### src/rtl/dma_seq_pkg.sv
// Package: shared types for the DMA channel sequencer.
// Assumes: widths of a side are either 8 or 16 bits.
package dma_seq_pkg;

    typedef enum logic {
        BUS8  = 1'b0,
        BUS16 = 1'b1
    } bus_width_e;

    typedef struct packed {
        logic       tgt_is_dst;
        logic       req_mod;
        logic       req_down;
        logic       req_io;
        bus_width_e req_w;
        logic       tgt_mod;
        logic       tgt_down;
        logic       tgt_io;
        bus_width_e tgt_w;
        logic       autoinit;
    } chan_mode_t;

    // Pointer step for one side: its bus width in bytes.
    function automatic logic [1:0] side_step(bus_width_e w);
        return (w == BUS16) ? 2'd2 : 2'd1;
    endfunction

    // Bytes moved per transfer: the narrower side limits it.
    function automatic logic [1:0] moved_bytes(bus_width_e a, bus_width_e b);
        return (a == BUS16 && b == BUS16) ? 2'd2 : 2'd1;
    endfunction

endpackage

### src/rtl/dma_addr_unit.sv
// Module: one address stream (requester or target).
// Loads a base, steps by its own width in its own direction when modify is
// enabled, and restores the base on reload.
// Assumes: load has priority over reload, and reload over a step.
module dma_addr_unit
    import dma_seq_pkg::*;
#(
    parameter int AW = 16
) (
    input  logic          clk,
    input  logic          rst_n,
    input  logic          load_i,
    input  logic [AW-1:0] base_i,
    input  logic          mod_en_i,
    input  logic          down_i,
    input  bus_width_e    width_i,
    input  logic          step_i,
    input  logic          reload_i,
    output logic [AW-1:0] addr_o
);

    localparam int PadW = AW - 2;

    logic [AW-1:0] addr_q;
    logic [AW-1:0] base_q;
    logic [AW-1:0] delta;
    logic [AW-1:0] addr_next;
    logic          moving;

    // Signed step as a full-width value.
    always_comb begin
        delta  = {{PadW{1'b0}}, side_step(width_i)};
        moving = step_i && mod_en_i;
        if (down_i) begin
            addr_next = addr_q - delta;
        end else begin
            addr_next = addr_q + delta;
        end
    end

    // Base and pointer registers.
    always_ff @(posedge clk) begin
        if (!rst_n) begin
            addr_q <= '0;
            base_q <= '0;
        end else if (load_i) begin
            addr_q <= base_i;
            base_q <= base_i;
        end else if (reload_i) begin
            addr_q <= base_q;
        end else if (moving) begin
            addr_q <= addr_next;
        end
    end

    assign addr_o = addr_q;

    // with no step enabled the pointer holds.
    a_r4_r5_hold: assert property (@(posedge clk) disable iff (!rst_n)
        (!load_i && !reload_i && !(step_i && mod_en_i)) |=> $stable(addr_q));

    // a step moves the pointer by exactly the side width.
    a_r4_r5_step: assert property (@(posedge clk) disable iff (!rst_n)
        (step_i && mod_en_i && !load_i && !reload_i)
        |=> (($past(down_i) ? ($past(addr_q) - addr_q) : (addr_q - $past(addr_q)))
             == {{PadW{1'b0}}, side_step($past(width_i))}));

    // a reload returns the pointer to the stored base.
    a_r8_addr_reload: assert property (@(posedge clk) disable iff (!rst_n)
        (reload_i && !load_i) |=> (addr_q == base_q));

endmodule

### src/rtl/dma_count_unit.sv
// Module: remaining-count tracker and channel arm state.
// Decides when a transfer is terminal (count below bytes, or end-of-process),
// and either stops the channel or requests a reload.
// Assumes: fire_i is only high while active and not loading.
module dma_count_unit #(
    parameter int CW = 16
) (
    input  logic          clk,
    input  logic          rst_n,
    input  logic          load_i,
    input  logic [CW-1:0] base_i,
    input  logic [1:0]    bytes_i,
    input  logic          fire_i,
    input  logic          eop_i,
    input  logic          autoinit_i,
    output logic          active_o,
    output logic [CW-1:0] count_o,
    output logic          done_o,
    output logic          reload_o
);

    localparam int PadW = CW - 2;

    logic [CW-1:0] count_q;
    logic [CW-1:0] base_q;
    logic          active_q;
    logic [CW-1:0] bytes_w;
    logic          short;

    // Terminal detection for the current transfer.
    always_comb begin
        bytes_w  = {{PadW{1'b0}}, bytes_i};
        short    = (count_q < bytes_w);
        done_o   = fire_i && (short || eop_i);
        reload_o = done_o && autoinit_i;
    end

    // Count, base and arm registers.
    always_ff @(posedge clk) begin
        if (!rst_n) begin
            count_q  <= '0;
            base_q   <= '0;
            active_q <= 1'b0;
        end else if (load_i) begin
            count_q  <= base_i;
            base_q   <= base_i;
            active_q <= 1'b1;
        end else if (reload_o) begin
            count_q  <= base_q;
        end else if (fire_i) begin
            count_q  <= count_q - bytes_w;
            if (done_o) begin
                active_q <= 1'b0;
            end
        end
    end

    assign active_o = active_q;
    assign count_o  = count_q;

    // a non-terminal transfer lowers the count by the bytes moved.
    a_r6_count_step: assert property (@(posedge clk) disable iff (!rst_n)
        (fire_i && !done_o && !load_i)
        |=> (count_q == $past(count_q) - {{PadW{1'b0}}, $past(bytes_i)}));

    // an idle channel keeps its count.
    a_r7_idle_hold: assert property (@(posedge clk) disable iff (!rst_n)
        (!active_q && !load_i) |=> ($stable(count_q) && !active_q));

    // auto-reload keeps the channel armed and restores the count.
    a_r8_count_reload: assert property (@(posedge clk) disable iff (!rst_n)
        (reload_o && !load_i) |=> (active_q && count_q == base_q));

    // without reload a terminal transfer disarms the channel.
    a_r7_halt: assert property (@(posedge clk) disable iff (!rst_n)
        (done_o && !autoinit_i && !load_i) |=> !active_q);

endmodule

### src/rtl/dma_route.sv
// Module: maps requester/target streams onto source/destination outputs.
// Assumes: purely combinational; the selection bit is the registered mode.
module dma_route #(
    parameter int AW = 16
) (
    input  logic          tgt_is_dst_i,
    input  logic [AW-1:0] req_addr_i,
    input  logic [AW-1:0] tgt_addr_i,
    input  logic          req_io_i,
    input  logic          tgt_io_i,
    output logic [AW-1:0] src_addr_o,
    output logic [AW-1:0] dst_addr_o,
    output logic          src_io_o,
    output logic          dst_io_o
);

    // Side selection by transfer direction.
    always_comb begin
        if (tgt_is_dst_i) begin
            src_addr_o = req_addr_i;
            src_io_o   = req_io_i;
            dst_addr_o = tgt_addr_i;
            dst_io_o   = tgt_io_i;
        end else begin
            src_addr_o = tgt_addr_i;
            src_io_o   = tgt_io_i;
            dst_addr_o = req_addr_i;
            dst_io_o   = req_io_i;
        end
    end

endmodule

### src/rtl/dma_chan_seq.sv
// Module: top of one DMA channel's transfer engine.
// Holds the mode register and the sticky terminal flag, and connects
// two address streams, the count tracker and the side router.
// Assumes: arbitration and the bus cycle itself are handled outside.
module dma_chan_seq
    import dma_seq_pkg::*;
#(
    parameter int AW = 16,
    parameter int CW = 16
) (
    input  logic          clk,
    input  logic          rst_n,
    input  logic          cfg_load,
    input  logic [AW-1:0] cfg_req_base,
    input  logic [AW-1:0] cfg_tgt_base,
    input  logic [CW-1:0] cfg_count,
    input  logic          cfg_tgt_is_dst,
    input  logic          cfg_req_mod,
    input  logic          cfg_req_down,
    input  logic          cfg_req_io,
    input  logic          cfg_req_16,
    input  logic          cfg_tgt_mod,
    input  logic          cfg_tgt_down,
    input  logic          cfg_tgt_io,
    input  logic          cfg_tgt_16,
    input  logic          cfg_autoinit,
    input  logic          xfer_go,
    input  logic          eop,
    input  logic          stat_rd,
    output logic [AW-1:0] src_addr,
    output logic [AW-1:0] dst_addr,
    output logic          src_is_io,
    output logic          dst_is_io,
    output logic [1:0]    xfer_bytes,
    output logic [CW-1:0] cur_count,
    output logic          chan_active,
    output logic          tc_flag
);

    chan_mode_t    mode_q;
    chan_mode_t    mode_d;
    logic          tc_q;
    logic          fire;
    logic          done;
    logic          reload;
    logic          active;
    logic [AW-1:0] req_addr;
    logic [AW-1:0] tgt_addr;

    // Assemble the incoming mode word.
    always_comb begin
        mode_d.tgt_is_dst = cfg_tgt_is_dst;
        mode_d.req_mod    = cfg_req_mod;
        mode_d.req_down   = cfg_req_down;
        mode_d.req_io     = cfg_req_io;
        mode_d.req_w      = cfg_req_16 ? BUS16 : BUS8;
        mode_d.tgt_mod    = cfg_tgt_mod;
        mode_d.tgt_down   = cfg_tgt_down;
        mode_d.tgt_io     = cfg_tgt_io;
        mode_d.tgt_w      = cfg_tgt_16 ? BUS16 : BUS8;
        mode_d.autoinit   = cfg_autoinit;
    end

    // Mode register, captured on load.
    always_ff @(posedge clk) begin
        if (!rst_n) begin
            mode_q <= '0;
        end else if (cfg_load) begin
            mode_q <= mode_d;
        end
    end

    // Accepted transfer: armed and not colliding with a load.
    assign fire       = xfer_go && active && !cfg_load;
    assign xfer_bytes = moved_bytes(mode_q.req_w, mode_q.tgt_w);

    // Sticky terminal flag: set wins over a status-read clear.
    always_ff @(posedge clk) begin
        if (!rst_n) begin
            tc_q <= 1'b0;
        end else if (done) begin
            tc_q <= 1'b1;
        end else if (stat_rd) begin
            tc_q <= 1'b0;
        end
    end

    dma_addr_unit #(.AW(AW)) u_req (
        .clk      (clk),
        .rst_n    (rst_n),
        .load_i   (cfg_load),
        .base_i   (cfg_req_base),
        .mod_en_i (mode_q.req_mod),
        .down_i   (mode_q.req_down),
        .width_i  (mode_q.req_w),
        .step_i   (fire),
        .reload_i (reload),
        .addr_o   (req_addr)
    );

    dma_addr_unit #(.AW(AW)) u_tgt (
        .clk      (clk),
        .rst_n    (rst_n),
        .load_i   (cfg_load),
        .base_i   (cfg_tgt_base),
        .mod_en_i (mode_q.tgt_mod),
        .down_i   (mode_q.tgt_down),
        .width_i  (mode_q.tgt_w),
        .step_i   (fire),
        .reload_i (reload),
        .addr_o   (tgt_addr)
    );

    dma_count_unit #(.CW(CW)) u_cnt (
        .clk        (clk),
        .rst_n      (rst_n),
        .load_i     (cfg_load),
        .base_i     (cfg_count),
        .bytes_i    (xfer_bytes),
        .fire_i     (fire),
        .eop_i      (eop),
        .autoinit_i (mode_q.autoinit),
        .active_o   (active),
        .count_o    (cur_count),
        .done_o     (done),
        .reload_o   (reload)
    );

    dma_route #(.AW(AW)) u_route (
        .tgt_is_dst_i (mode_q.tgt_is_dst),
        .req_addr_i   (req_addr),
        .tgt_addr_i   (tgt_addr),
        .req_io_i     (mode_q.req_io),
        .tgt_io_i     (mode_q.tgt_io),
        .src_addr_o   (src_addr),
        .dst_addr_o   (dst_addr),
        .src_io_o     (src_is_io),
        .dst_io_o     (dst_is_io)
    );

    assign chan_active = active;
    assign tc_flag     = tc_q;

    // a status read with no terminal transfer clears the flag.
    a_r10_clear: assert property (@(posedge clk) disable iff (!rst_n)
        (stat_rd && !done) |=> !tc_q);

    // end-of-process on an accepted transfer raises the flag.
    a_r9_eop_flag: assert property (@(posedge clk) disable iff (!rst_n)
        (xfer_go && eop && active && !cfg_load) |=> tc_q);

    // a load arms the channel.
    a_r2_load_arms: assert property (@(posedge clk) disable iff (!rst_n)
        cfg_load |=> chan_active);

endmodule

### config.mk
export PLATFORM = sky130hd
export DESIGN_NAME = dma_chan_seq
export DESIGN_NICKNAME = d
export VERILOG_FILES = /design/src/rtl/dma_seq_pkg.sv /design/src/rtl/dma_addr_unit.sv /design/src/rtl/dma_count_unit.sv /design/src/rtl/dma_route.sv /design/src/rtl/dma_chan_seq.sv
export SDC_FILE = /design/constraint.sdc
export NUM_CORES = 1
export LEC_CHECK = 0
export BUFFER_PORTS_ARGS = -buffer_cell sky130_fd_sc_hd__buf_4
export CELL_PAD_IN_SITES_DETAIL_PLACEMENT = 0
export CELL_PAD_IN_SITES_GLOBAL_PLACEMENT = 1
export CORE_UTILIZATION = 38
export DETAILED_ROUTE_END_ITERATION = 10
export GPL_TIMING_DRIVEN = 0
export HOLD_SLACK_MARGIN = 0.03
export PLACE_DENSITY_LB_ADDON = 0.08
export SKIP_CTS_REPAIR_TIMING = 1
export SLEW_MARGIN = 25
export SYNTH_ARGS = -nofsm -noshare
export SYNTH_HDL_FRONTEND = slang
export SYNTH_SLANG_ARGS = --single-unit
### constraint.sdc
create_clock -name clk -period 2.85 [get_ports clk]
set_clock_uncertainty 0.15 [all_clocks]
set_input_delay 0 -clock clk [delete_from_list [all_inputs] [get_ports clk]]
set_output_delay 0 -clock clk [all_outputs]
set_load 0.05 [all_outputs]
==> metrics.cfg, run 1 <==
[route]
drtIter0Drc = 493
first_pass_iters = 5
viasPerCell = 5.60
ant_nets = 0
dr_total_vias = 7117
detail_route.wl_per_cell_um = 19.9
drc = 0
drt_wl_total_um = 25300

[finish]
fin_util = 0.537
drive_above_1_share = 0.235
seq_area_mm2 = 0.00218
final_net_count = 1139
multi_input_area_mm2 = 0.00448
diodes = 0
syn_to_final_growth_pct = 38.5
fillCellCount = 1695

[synthesis]
synth_area_leaders = dfxtp_1 (32%), mux2i_1 (7.5%), nor2_1 (6.4%), a21oi_1 (6.0%), o21ai_0 (6.0%)
async_flop_share = 0
synth_edf_count = 0
yosys.area.top_type = dfxtp_1
synthCells = 831
synth_warnings = 0
synth_common_cells = nor2_1 (115), dfxtp_1 (108), a21oi_1 (81), o21ai_0 (81), nand2_1 (61)
synth-seq-cells = 108
synth.distinct_cells = 61
synthMostInstantiatedCell = nor2_1
synth_flop_cell = dfxtp_1
yosys.area.top_type_share = 0.322
avgSynthCellArea_um2 = 8.07
synth_area_mm2 = 0.00671
seq_area_frac_synth = 0.322
syn-num-nets = 930

[die]
dieArea_mm2 = 0.0182
fp-row-count = 48
fp.dieW_um = 135
core_area_mm2 = 0.0173
fp.dieH_um = 135
boundaryPins = 118
initial_core_util = 0.388

[timing]
hold_viol = 1
grt_setup_unrepaired = yes
timing.hold.ws_ns = -0.0324
worst_slack_ns = -0.158
report.final.slew_viol_count = 0
period_needed_ns = 3.01
fmax_ghz = 0.332
tightest_slew_ns = 1.00
fin_crit_sh = 1.06
setup_viol = 1
slew_headroom = 0.331

[clocking]
cts_tree = done
clock_sinks = 108
cts.clk_slew.worst_paths_ns = 0.08
clock_latency_ns = 0.37
cts_buffers = 9
cts.path.max_buffers = 2
root_buffer = clkbuf_16
htreeDepth = 3

[place]
place_hpwl_um = 18100
place.gp.congestion = 0.839
port_buffers = 115

[setup_path]
crit_fanout = 4
arrival_ns = 3.17
required_ns = 3.01
critPathKind = flip-flop to flip-flop
start_kind = flip-flop
cp-end-kind = flip-flop

[power_and_ir_drop]
powerDensity_mw_per_mm2 = 495
ir_worst_vdd_mv = 0.325
leakagePower_nw = 3.99

[grt]
track_usage = 0.272
grt_pass1_vias = 6378
grt_first_pass_wirelength_um = 37000
gr-total-overflow = 0
antenna_found_initial = 0
grt_start_max_net_pins = 20

[status]
status = finished with violations
violations = hold timing, setup timing

[worst_hold_path]
worstHoldPathType = input pin to flip-flop

[job]
maxCapViolCount = 0

## stage by stage
stage | worst slack (ns) | area [um^2] | std cells | TNS, ns | power (mW)
finish | -0.158 | 9290 | 1270 | -0.158 | 4.59
global route | -0.218 | 9290 | 1270 | -0.398 | 4.79
CTS | -0.628 | 8240 | 1187 | -18.21 | 4.45
detailed placement | -0.577 | 7920 | 1171 | -16.72 | 3.06
global placement | -0.606 | 7920 | 1171 | -17.85 | 3.06
floorplan | -0.0406 | 6770 | 831 | -0.0844 | 2.63
## cell families after synthesis
group	after synthesis	synth area share
adder cells (fa/ha/maj)	35	0.0686
flip-flops	108	0.322
AND/OR/NAND/NOR	246	0.164
buffers and inverters	73	0.0416
XOR/XNOR	20	0.0261
multiplexers	79	0.123
AO/OA/AOI/OAI	270	0.254
## placed cells by master (no fill, tap or decap), types with 8 or more instances in the layout
cell type / n
dlygate4sd3_1: 59
inv_1: 17
mux2i_1: 50
a21oi_1: 80
nand2_1: 58
xor2_1: 10
mux2_2: 29
a2bb2oi_1: 13
o21ai_0: 69
o21ai_1: 11
nor3_1: 19
o21a_1: 12
clkbuf_1: 35
a31oi_1: 8
xnor2_1: 10
dfxtp_1: 101
buf_4: 138
clkbuf_16: 10
ha_1: 29
nor2_1: 115
a211oi_1: 13
## area by class of cell
type,count,share of cell area
sequential,108,0.234
multi-input combinational,650,0.482
clock inverter,4,0.00781
timing repair buffer,198,0.179
clock buffer,12,0.0265
buffer,51,0.0298
inverter,22,0.00983
tap,225,0.0303
## flip-flops by register name (all words and copies together), names as in the netlist
name / count
mode_q: 10
u_req.addr_o: 16
u_tgt.base_q: 16
u_req.base_q: 16
u_cnt.active_o: 1
u_cnt.base_q: 16
u_cnt.count_o: 16
u_tgt.addr_o: 16
tc_flag: 1
## report_power, final
group | internal [mW] | total, mW | switching [mW]
logic | 0.596 | 1.45 | 0.855
clock network | 0.795 | 1.40 | 0.607
registers | 1.62 | 1.74 | 0.124
total | 3.01 | 4.59 | 1.59
## worst max-delay path: stages, from the launching register on
cell      delay (ns)
dfxtp_4         0.37
inv_4           0.07
ha_4            0.15
fa_2            0.26
nor2b_2         0.06
o31a_1          0.33
o41a_1          0.46
a311oi_2        0.34
o21a_1          0.23
or4b_4          0.47
nand3_2         0.06
## path summary, 6_finish.rpt
check	end	slack (ns)	cells after the start	startpoint
setup / recovery	u_tgt.addr_o[14]$_SDFFE_PN0P_	-0.16	10	mode_q[1]$_SDFFE_PN0P_
hold / removal	u_tgt.addr_o[13]$_SDFFE_PN0P_	-0.03	4	rst_n
setup reg to reg	u_tgt.addr_o[14]$_SDFFE_PN0P_	-0.16	10	mode_q[1]$_SDFFE_PN0P_
hold reg to reg	u_cnt.base_q[9]$_SDFFE_PN0P_	0.32	2	u_cnt.base_q[9]$_SDFFE_PN0P_
## per-layer routing
metal / vias up / global-route usage / routed length [um]
met2: 233 / 0.440 / 11900
met1: 3408 / 0.375 / 11700
met3: 20 / 0.0447 / 1430
li1: 3456 / - / -
met5: - / 0 / 0
met4: 0 / 0.0668 / 263
(Power assumes the default switching activity.)
==> run 2, diff against run 1 <==
- CELL_PAD_IN_SITES_DETAIL_PLACEMENT: 0 -> 1
- CELL_PAD_IN_SITES_GLOBAL_PLACEMENT: 1 -> 2
- CORE_UTILIZATION: 38 -> 30
==> run 2 against run 1 <==
Compared with the run above:
- cell count increased by 4.6%
- register-to-register slack improved by 0.02 ns
- worst hold slack improved by 0.027 ns
- combinational power about the same
- the flow still finishes with violations (hold timing, setup timing)
- non-clock buffer count increased by 4
- sequential share of layout area about the same
- core utilization decreased by 11 points
- first-iteration DRC count decreased by 37%
- largest power group unchanged
- total power decreased by 1.7%
- flip-flop and latch count unchanged
==> metrics.cfg, run 2 (same netlist as run 1, synthesis figures left out) <==
[status]
status = finished with violations
violations = hold timing, setup timing

[setup_path]
start_kind = flip-flop
cp-end-kind = flip-flop
required_ns = 3.01  ; about the same
critical-path-slowest-cell = o41a_1
crit_fanout = 4  ; unchanged
cpPeakStageDelay_ns = 0.45  ; -0.02 ns
critPathKind = flip-flop to flip-flop
arrival_ns = 3.15  ; -0.02 ns
cp_cell_sequence = inv_4 -> ha_4 -> fa_2 -> nor2b_2 -> o31a_1 -> o41a_1 -> a311oi_2 -> o21a_1 -> or4b_1 -> nand3_1
r2r_slack_ns = -0.14  ; +0.02 ns

[finish]
fillCellCount = 2597  ; +53%
final_cell_mix = buf_4 (143), nor2_1 (115), dfxtp_1 (101), a21oi_1 (79), o21ai_0 (69)
drive_above_1_share = 0.233  ; -0.00280
layout_commonest_cell = buf_4
fin_util = 0.425  ; -0.113
syn_to_final_growth_pct = 38.5  ; about the same
final_net_count = 1143  ; +0.35%
diodes = 0  ; unchanged

[clocking]
cts.path.max_buffers = 2  ; unchanged
cts_tree = done
root_buffer = clkbuf_16
clock_latency_ns = 0.37  ; about the same
htreeDepth = 3  ; unchanged
cts_buffers = 9  ; unchanged
cts.clk_slew.worst_paths_ns = 0.08  ; about the same
clock_sinks = 108  ; unchanged

[grt]
antenna_found_initial = 0  ; unchanged
gr-total-overflow = 0  ; unchanged
grt_start_max_net_pins = 20  ; unchanged
track_usage = 0.251  ; -0.0206
grt_pass1_vias = 7179  ; +13%
grt_first_pass_wirelength_um = 42400  ; +15%

[timing]
setup_viol = 1  ; unchanged
fin_crit_sh = 1.05  ; -0.00724
timing.hold.ws_ns = -0.00495  ; +0.0275 ns
slew_headroom = 0.323  ; -0.00761
fmax_ghz = 0.335  ; +0.69%
hold_viol = 1  ; unchanged
period_needed_ns = 2.99  ; -0.0206 ns
grt_setup_unrepaired = yes
tightest_slew_ns = 1.01  ; +0.0114 ns
report.final.slew_viol_count = 0  ; unchanged
worst_slack_ns = -0.138  ; +0.0206 ns
setup-tns-final_ns = -0.138  ; +0.0206 ns

[route]
drtIter0Drc = 312  ; -37%
dr_total_vias = 7294  ; +2.5%
first_pass_iters = 5  ; unchanged
drc = 0  ; unchanged
viasPerCell = 5.49  ; -2.1%
detail_route.wl_per_cell_um = 21.9  ; +9.9%
ant_nets = 0  ; unchanged
drt_wl_total_um = 29100  ; +15%

[die]
boundaryPins = 118  ; unchanged
initial_core_util = 0.306  ; -0.0814
dieArea_mm2 = 0.0230  ; +26%
fp.dieW_um = 152  ; +12%
fp.dieH_um = 152  ; +12%
fp-row-count = 54  ; +13%
core_area_mm2 = 0.0219  ; +27%

[place]
place_hpwl_um = 21300  ; +18%
place_ws_ns = -0.748  ; -0.171 ns
place.gp.congestion = 0.897  ; +6.9%
port_buffers = 115  ; unchanged

[worst_hold_path]
worstHoldPathType = input pin to flip-flop

[power_and_ir_drop]
ir_worst_vdd_mv = 0.301  ; -7.5%
leakagePower_nw = 3.97  ; -0.29%
powerDensity_mw_per_mm2 = 486  ; -1.7%
p_total_mw = 4.52  ; -1.7%

[job]
maxCapViolCount = 0  ; unchanged

## run 2: changes by cell type in the layout (fill, tap and decap cells not counted), moves of 2 or more
cell,change
buf_8,-2
a221oi_1,+2
bufinv_16,-2
clkbuf_8,+2
a221oi_2,-2
buf_4,+5
## run 2: layout make-up
type / count / area (um^2) / share of cell area
plain buffers: 51 / 259 / 0.0279
clock buffers: 14 / 274 / 0.0295
clock inverters: 2 / 16.3 / 0.00175
inverters: 22 / 91.3 / 0.00983
multi-input cells: 650 / 4440 / 0.478
flip-flops and latches: 108 / 2180 / 0.235
well taps: 280 / 350 / 0.0377
repair buffers: 202 / 1680 / 0.181
## run 2: per-stage QoR
stage	cell area, um^2	std cells
2_1_floorplan	6770	831
3_3_place_gp	7990	1226
3_5_place_dp	7990	1226
4_1_cts	8280	1242
5_1_grt	9300	1329
6_report	9300	1329
## run 2: path summary, 6_finish.rpt
path	cells after the start	start	to
worst max-delay path	10	mode_q[1]$_SDFFE_PN0P_	u_tgt.addr_o[14]$_SDFFE_PN0P_
worst min-delay path	4	rst_n	u_tgt.addr_o[13]$_SDFFE_PN0P_
worst max register to register	10	mode_q[1]$_SDFFE_PN0P_	u_tgt.addr_o[14]$_SDFFE_PN0P_
worst min register to register	2	u_cnt.base_q[14]$_SDFFE_PN0P_	u_cnt.base_q[14]$_SDFFE_PN0P_
## run 2: metal layers
layer | wire, um | vias up | track usage
li1 | - | 3449 | -
met1 | 13500 | 3641 | 0.335
met2 | 13800 | 173 | 0.424
met3 | 1270 | 31 | 0.0368
met4 | 485 | 0 | 0.0614
met5 | 0 | - | 0
## run 2: critical path: cells and delay by family, from the launching register on
kind	cells	cell delay (ns)
compound gates	4	1.33
buf+inv	1	0.07
fa+ha+maj	2	0.41
flops	1	0.38
simple gates	3	0.57
## run 2: report_power, final
group	switching (mW)	internal, mW
Clock	0.639	0.672
Combinational	0.871	0.587
Sequential	0.131	1.62
==> run 3, diff against run 2 <==
- CORE_MARGIN: default -> 1
- PLACE_DENSITY: default -> 0.86
- PLACE_DENSITY_LB_ADDON: 0.08 -> default
==> run 3 against run 2 <==
Compared with the run above:
- the run ends with setup timing left
- clock power grew 17%
- worst setup slack better by 0.066 ns
- die area did not move
- total power is 5.1% higher
- flip-flop and latch count is the same
- register-to-register slack improved by 0.07 ns
- critical endpoint unchanged
- largest cell class unchanged
==> metrics.cfg, run 3 (same netlist as run 1, synthesis figures left out) <==
[status]
status = finished with violations
violations = setup timing

[grt]
gr-total-overflow = 0  ; unchanged
grt_pass1_vias = 6920  ; -3.6%
antenna_found_initial = 0  ; unchanged
grt_first_pass_wirelength_um = 40200  ; -5.4%
grt_start_max_net_pins = 20  ; unchanged
track_usage = 0.234  ; -0.0171

[place]
place.gp.congestion = 0.872  ; -2.9%
placed_area_mm2 = 0.00799  ; unchanged
dp.cells = 1226  ; unchanged
port_buffers = 115  ; unchanged
place_hpwl_um = 19800  ; -6.9%

[setup_path]
arrival_ns = 3.09  ; -0.06 ns
crit_fanout = 4  ; unchanged
critPathKind = flip-flop to flip-flop
reg2reg_depth = 10  ; unchanged
required_ns = 3.02  ; about the same
cp-end-kind = flip-flop
r2r_slack_ns = -0.07  ; +0.07 ns
start_kind = flip-flop

[timing]
slew_headroom = 0.343  ; +0.0200
tightest_slew_ns = 0.985  ; -0.0300 ns
fin_crit_sh = 1.02  ; -0.0233
fmax_ghz = 0.342  ; +2.3%
setup_viol = 2  ; +1
period_needed_ns = 2.92  ; -0.0664 ns
worst_slack_ns = -0.0712  ; +0.0664 ns
report.final.slew_viol_count = 0  ; unchanged
hold_viol = 0  ; -1
grt_setup_unrepaired = yes

[route]
drtIter0Drc = 419  ; +34%
drt_wl_total_um = 27600  ; -5.2%
ant_nets = 0  ; unchanged
first_pass_iters = 7  ; +2
drc = 0  ; unchanged
detail_route.wl_per_cell_um = 20.8  ; -5.0%
routed-wl-met3_um = 1080  ; -15%
dr_total_vias = 7267  ; -0.37%
viasPerCell = 5.48  ; -0.14%
wl_met1_um = 13000  ; -3.9%
top_layer = met4
dr_wl_met2_um = 12900  ; -6.4%

[die]
dieArea_mm2 = 0.0230  ; unchanged
fp-row-count = 54  ; unchanged
initial_core_util = 0.306  ; unchanged
fp.dieW_um = 152  ; unchanged
core_area_mm2 = 0.0219  ; unchanged
boundaryPins = 118  ; unchanged
fp.dieH_um = 152  ; unchanged

[finish]
stdcell_count = 1326  ; -0.23%
final_cell_mix = buf_4 (137), nor2_1 (114), dfxtp_1 (103), a21oi_1 (80), o21ai_0 (68)
final_net_count = 1140  ; -0.26%
layout_commonest_cell = buf_4
diodes = 0  ; unchanged
drive_above_1_share = 0.244  ; +0.0112
stdcell_area_mm2 = 0.00946  ; +1.8%
fillCellCount = 2619  ; +0.85%
syn_to_final_growth_pct = 41.0

[clocking]
root_buffer = clkbuf_16
cts.clk_slew.worst_paths_ns = 0.08  ; about the same
cts_buffers = 9  ; unchanged
htreeDepth = 3  ; unchanged
clock_latency_ns = 0.38  ; about the same
clock_sinks = 108  ; unchanged
cts_tree = done
cts.path.max_buffers = 2  ; unchanged

[worst_hold_path]
min_delay_path_depth = 4  ; unchanged
worstHoldPathType = input pin to flip-flop

[power_and_ir_drop]
powerDensity_mw_per_mm2 = 502  ; +3.3%
ir_worst_vdd_mv = 0.235  ; -22%
leakagePower_nw = 4.03  ; +1.4%

[job]
maxCapViolCount = 0  ; unchanged

[run 3: cell count changes in the layout (fill, tap and decap cells not counted), sizes merged]
cell         previous run  this run
bufinv                  0         2
clkbuf                 50        54
clkinvlp                2         1
dlygate4sd3            60        59
clkinv                  0         1
buf                   157       148
inv                    22        23
[run 3: power breakdown]
part | leakage, nW | switching [mW] | internal, mW
sequential | 0.898 | 0.127 | 1.62
clock | 0.173 | 0.667 | 0.861
combinational | 2.96 | 0.873 | 0.605
[run 3: worst max-delay path, cell delays in order (launching register included)]
cell and delay (ns):
dfxtp_4 0.38, inv_4 0.07, ha_4 0.14, fa_2 0.20, nor2b_1 0.06, o31a_1 0.34, o41a_1 0.45, a311oi_2 0.33
o21a_1 0.21, or4b_4 0.46, nand3_2 0.07
[run 3: per-stage QoR]
step           hold slack, ns  TNS (ns)  setup slack (ns)   util  power [mW]
3_3_place_gp           0.0918    -20.50            -0.721  0.365        3.06
2_1_floorplan        -0.00531   -0.0844           -0.0406      -        2.63
4_1_cts                -0.287    -21.27            -0.721  0.381        4.60
3_5_place_dp            0.101    -19.59            -0.685  0.365        3.08
6_report              0.00217   -0.0918           -0.0712  0.432        4.75
5_1_grt                0.0344    -0.452            -0.134  0.432        4.94
[run 3: routing by layer]
layer | vias to the layer above | track usage
met1 | 3624 | 0.320
met3 | 31 | 0.0213
met5 | - | 0
met4 | 0 | 0.0777
met2 | 161 | 0.386
li1 | 3451 | -
[run 3: layout make-up]
class	count	area [um^2]	share of cell area
inverters	22	91.3	0.00965
well taps	280	350	0.0370
clock buffers	11	264	0.0279
multi-input cells	650	4510	0.477
clock inverters	5	88.8	0.00939
repair buffers	199	1700	0.180
flip-flops and latches	108	2180	0.230
plain buffers	51	275	0.0291
[run 3: path summary, 6_finish.rpt]
kind | start | to
worst max-delay path | mode_q[1]$_SDFFE_PN0P_ | u_tgt.addr_o[14]$_SDFFE_PN0P_
worst min-delay path | rst_n | u_tgt.addr_o[13]$_SDFFE_PN0P_
worst max register to register | mode_q[1]$_SDFFE_PN0P_ | u_tgt.addr_o[14]$_SDFFE_PN0P_
worst min register to register | u_req.base_q[6]$_SDFFE_PN0P_ | u_req.base_q[6]$_SDFFE_PN0P_
